`src/rtl/span_counter.sv`:
```
module bin_slice #(
  parameter int W = 4
) (
  input  logic         clk,
  input  logic         clr,
  input  logic         ld,
  input  logic         en,
  input  logic [W-1:0] din,
  output logic [W-1:0] q,
  output logic         rco
);
  always_ff @(posedge clk) begin
    if (clr)      q <= '0;
    else if (ld)  q <= din;
    else if (en)  q <= q + 1'b1;
  end

  assign rco = en & (&q);

  p_clear_r1: assert property (@(posedge clk) clr |=> q == '0);
  p_load_r2: assert property (@(posedge clk) disable iff (clr)
    ld |=> q == $past(din));
  p_count_r3: assert property (@(posedge clk) disable iff (clr)
    (!ld && en) |=> q == W'($past(q) + 1'b1));
  p_hold_r3: assert property (@(posedge clk) disable iff (clr)
    (!ld && !en) |=> $stable(q));
endmodule

module span_counter #(
  parameter int SLICE_W = 4,
  parameter int SLICES  = 2,
  localparam int WIDE   = SLICE_W * SLICES
) (
  input  logic               clk,
  input  logic               clr,
  input  logic               en,
  input  logic               load,
  input  logic [WIDE-1:0]    load_data,
  output logic [WIDE-1:0]    count,
  output logic               carry_out,
  input  logic               ofs_en,
  input  logic [SLICE_W-1:0] ofs_start,
  input  logic [SLICE_W-1:0] ofs_end,
  output logic [SLICE_W-1:0] ofs_count,
  output logic               ofs_at_end
);
  logic [SLICES:0] chain;
  assign chain[0] = en;

  for (genvar i = 0; i < SLICES; i++) begin : g_slice
    bin_slice #(.W(SLICE_W)) u_slice (
      .clk (clk),
      .clr (clr),
      .ld  (load),
      .en  (chain[i]),
      .din (load_data[i*SLICE_W +: SLICE_W]),
      .q   (count[i*SLICE_W +: SLICE_W]),
      .rco (chain[i+1])
    );
    if (i > 0) begin : g_chk
      p_cascade_r5: assert property (@(posedge clk) disable iff (clr)
        (!load && en && (&count[i*SLICE_W-1:0]))
        |=> count[i*SLICE_W +: SLICE_W] ==
            SLICE_W'($past(count[i*SLICE_W +: SLICE_W]) + 1'b1));
    end
  end

  assign carry_out = chain[SLICES];

  assign ofs_at_end = (ofs_count == ofs_end);

  logic ofs_unused_rco;
  bin_slice #(.W(SLICE_W)) u_ofs (
    .clk (clk),
    .clr (clr),
    .ld  (ofs_en & ofs_at_end),
    .en  (ofs_en),
    .din (ofs_start),
    .q   (ofs_count),
    .rco (ofs_unused_rco)
  );

  p_carry_r4: assert property (@(posedge clk) disable iff (clr)
    carry_out |-> (en && (&count)));
  p_wrap_r6: assert property (@(posedge clk) disable iff (clr)
    (ofs_en && ofs_count == ofs_end) |=> ofs_count == $past(ofs_start));
  p_idle_r8: assert property (@(posedge clk) disable iff (clr)
    !ofs_en |=> $stable(ofs_count));
endmodule

```
`config.mk`:
```
export PLATFORM = sky130hd
export DESIGN_NAME = span_counter
export DESIGN_NICKNAME = d
export VERILOG_FILES = /design/src/rtl/span_counter.sv
export SDC_FILE = /design/constraint.sdc
export NUM_CORES = 1
export LEC_CHECK = 0
export BUFFER_PORTS_ARGS = -buffer_cell sky130_fd_sc_hd__buf_4
export CAP_MARGIN = 20
export CORE_MARGIN = 5
export CORE_UTILIZATION = 35
export CTS_CLUSTER_DIAMETER = 80
export DETAILED_ROUTE_END_ITERATION = 10
export PLACE_DENSITY_LB_ADDON = 0.15
export SYNTH_ARGS = -nofsm -noshare
export SYNTH_HDL_FRONTEND = slang
export SYNTH_SLANG_ARGS = --single-unit
```
`constraint.sdc`:
```
create_clock -name clk -period 1.42 [get_ports clk]
set_input_delay 0.142 -clock clk [delete_from_list [all_inputs] [get_ports clk]]
set_output_delay 0.142 -clock clk [all_outputs]
set_load 0.005 [all_outputs]
```
# After elaboration in Yosys (flattened, before gate mapping)
# Index checks and enable logic that the tools add are counted.
# op_classes
n_mux,6
n_reduce_logical,5
n_addsub,3
bitwise,3
n_eq_ne,1
# op_table
op,n
$mux W4,6
$add A4 B1 Y4 const B,3
$reduce_and A4 Y1,2
$reduce_bool A2 Y1,3
$eq A4 B4 Y1,1
$and A1 B1 Y1,3
# word_totals
inputBits,21
output_inout_bits,14
regBits,12

# Depth between registers and ports, before layout
# depth
ltp_word,4
depth_mapped,6

# Cells and area by module
# A second synthesis with hierarchy kept.
# hier_totals
hier_cells,78
hier_area_um2,691.9
# by_module_without_submodules
module,seq_area_each_um2,area_per_inst_um2,instances,cells_each
bin_slice,80.1,212.7,3,24
span_counter,0.0,53.8,1,6

# Worst setup path after synthesis
# No wires, ideal clock.
# synth_timing
path_type,flip-flop to flip-flop
startpoint,register g_slice[0].u_slice.q[0]
endpoint,register g_slice[1].u_slice.q[1]
required_ps,1292
arrival_time_ps,1388
path_buffers,1
stages_incl_launch_ff,7
synth_period_minus_slack_ps,1516
setup_slack_ps,-96
setup_time_ps,128
cell_sequence,dfxtp_1 > ha_1 > and4_1 > clkbuf_1 > mux2_2 > mux2i_1 > nor2_1
# synth_via
elab_chain_len,3
# synth_rtl
element,line_no,text
"start, declared",9,"output logic [W-1:0] q,"
"start signal, assigned",14,else if (ld) q <= din;
"start signal, assigned",15,else if (en) q <= q + 1'b1;
$reduce_and A4 Y1,18,assign rco = en & (&q);
$and A1 B1 Y1,18,
$reduce_bool A2 Y1 (no source line),-,
"end signal, assigned",14,
"end signal, assigned",15,
"end, declared",9,
# No other way between the ends.
# A chain may end at the register's enable or synchronous reset.

# Worst setup path in the final report
# layout_timing
startpoint,register g_slice[0].u_slice.q[0]
endpoint,output port carry_out
# layout_via
elab_chain_len,3
# layout_rtl
element,line_no,text
$reduce_and A4 Y1,18,
$and A1 B1 Y1 (2 in a row),18,
"end, declared",40,"output logic carry_out,"
# No other way between the ends.

==> summary.txt <==
status = finished, violations left
violated checks = negative setup slack
Seq/Total Area, Yosys = 35.0%
min cycle time layout = 1450 ps
layout filler cell count = 200
Slew @ Worst Pin = 227 ps
internal power = 0.668 mW
CTS Buffer Depth = 2
clock slew at reported path FFs = 80 ps
TritonCTS buffer count = 3
Flop pwr share = 42.6%
most common cell in the netlist = dfxtp_1
critical path class = reg -> out
Initial DRC Count = 0
Mapped Cells = 74
number of synthesis warnings = 0
Critical Path RT = 1280 ps
worst skew pair latency = 280 ps
drt drc = 0
CTS tree = yes
main flop type after synthesis = dfxtp_1
layout net count = 144
CTS sink cnt = 12
element type at the critical path start = register
Slew Viols, Final = 0
GPL Wtd Cong = 0.702
Post-DRT Antenna Nets = 0
vias in the first global route = 599
drt total wl = 1740 µm
Worst Skew = 9.72 ps
Commonest cells post-synth = dfxtp_1 (12), nor2_1 (11), mux2i_1 (8), xnor2_1 (6), xor2_1 (6)
Cell Pwr Density = 805 nW/µm²
H-tree depth = 1
crit-path max FO = 3
cell types occupying the most area after synthesis = dfxtp_1 (35%), mux2i_1 (12%), xnor2_1 (7.7%)
switch share = 26.5%
Horiz. Die Dim = 54.3 µm
Vias/cell = 4.55
leakage power = 0.538 nW
RSZ-0062 raised after global routing = true
drt first pass iters = 1
Fin. Hold Viols = 0
slew margin rel. = 84.8%
chip height = 54.3 µm
CP Capture Type = output pin
via count = 665
syn_nets = 98
Final setup viols = 1
top-area cell type share of the netlist area = 35.0%
average wire per standard cell = 11.9 µm
Port-buffer cells = 34
MaxCap Viol Count = 0
CP arrival = 1310 ps
largest area contributor in the netlist = dfxtp_1
Placement Setup Slack = -0.335 ps
core box area = 1920 µm²
Hold Crit Class = in -> reg
initial antenna violation count = 0
Root Buffer = clkbuf_4
fmax = 690 MHz
Comb power frac = 27.4%
Post-synth EDFFs = 0
Mean Syn Cell Area = 9.27 µm²
post-route clock period utilization = 102%
GRT Total Usage = 11.6%
Post-Route Setup TNS = -28.4 ps
Starting Density = 35.7%
Rows = 16
PnR worst setup slack = -28.4 ps
IO Pins = 35
Post-CTS Hold Fix Bufs = 0
Layout area overhead = 64.8%
first-pass GRT wire length = 2440 µm
largest net degree at the start of global routing = 13
Seq cells post-synth = 12
power share of the clock group = 30.1%
Async S/R FF share, synth = 0%
Antenna diodes = 0
total grt overflow = 0
Mapped Area = 686 µm²
layout cell share with drive strength beyond 1 = 52.9%
HPWL after DPL = 1250 µm
Worst VDD drop = 729 µV
die area = 2940 µm²
Sw Pwr = 0.241 mW
Synth cell types = 21
==> power groups by stage <==
stage	logic, mW	registers (mW)	clock network, mW
2_1_floorplan	0.101	0.398	0
3_3_place_gp	0.231	0.389	0
4_1_cts	0.245	0.383	0.295
6_report	0.249	0.387	0.273
5_1_grt	0.274	0.391	0.306
3_5_place_dp	0.233	0.390	0
==> layer usage <==
| layer | global-route usage (%) | routed length [µm] |
|---|---|---|
| met3 | 5.72 | 99 |
| met2 | 20.3 | 939 |
| met4 | 2.49 | 0 |
| met5 | 0 | 0 |
| met1 | 12.5 | 704 |
==> placed cells by master, fill, tap and decap left out <==
cell type	count
xor2_2	4
mux2_4	1
nor4_4	1
clkbuf_8	1
clkbuf_4	3
a21oi_1	4
inv_1	2
nand3_1	2
or3b_4	1
buf_4	44
nand2_1	2
ha_1	2
xor2_1	2
mux2i_1	8
o21a_1	2
and4_1	1
nand2b_1	1
a211oi_1	3
buf_6	1
ha_2	1
dfxtp_1	7
xnor2_1	6
nand4_1	2
dfxtp_2	5
and4_4	1
nor2_1	11
a31oi_1	1
==> critical path: stages, from the launching register on <==
cell     delay (ps)
dfxtp_2         330
ha_2            170
and4_4          240
and4_1          190
buf_4           110
==> sequential cells by signal (all words and copies together), names as in the netlist <==
signal,cells
g_slice.u_slice.q,8
u_ofs.q,4
==> worst paths after layout <==
path / startpoint / end / slack [ps] / cells after the start
max: g_slice[0].u_slice.q[0] / carry_out / -30 / 4
min: load_data[5] / g_slice[1].u_slice.q[1] / 100 / 3
max reg2reg: g_slice[0].u_slice.q[0] / g_slice[1].u_slice.q[1] / 30 / 6
min reg2reg: g_slice[1].u_slice.q[3] / g_slice[1].u_slice.q[3] / 620 / 2
==> final cells by class <==
cell class                      count  area, µm²  share of cell area [%]
Timing Repair Buffer               45        342                    30.2
Clock buffer                        4       36.3                    3.21
Sequential cell                    12        246                    21.8
Tap cell                           27       33.8                    2.99
Inverter                            2       7.51                   0.664
Multi-Input combinational cell     56        464                    41.1
==> kinds of logic after synthesis <==
logic type | share of synthesized area [%]
DFF | 35.0
xor gates and xnor gates | 15.3
AOI/OAI and AO/OA | 9.31
buffers and inverters | 3.28
adders and majority gates | 5.48
and+or+nand+nor | 18.2
muxes | 13.3
==> stage by stage <==
step           area [µm²]  util (%)  hold slack (ps)  power, mW  cells
6_report             1130      58.8             95.3      0.909    146
4_1_cts              1090      56.9             80.0      0.922    145
5_1_grt              1130      58.8             93.4      0.970    146
3_3_place_gp         1010      52.8              375      0.620    138
3_5_place_dp         1010      52.8              377      0.622    138
2_1_floorplan         689         -              285      0.500     74
==> repair_timing <==
item                                    in CTS  in global routing
resized for setup                            5                  8
buffers inserted                             3                  1
endpoints found under the setup margin       5                  7
pin swaps                                    4                  6
(Power assumes the default switching activity.)
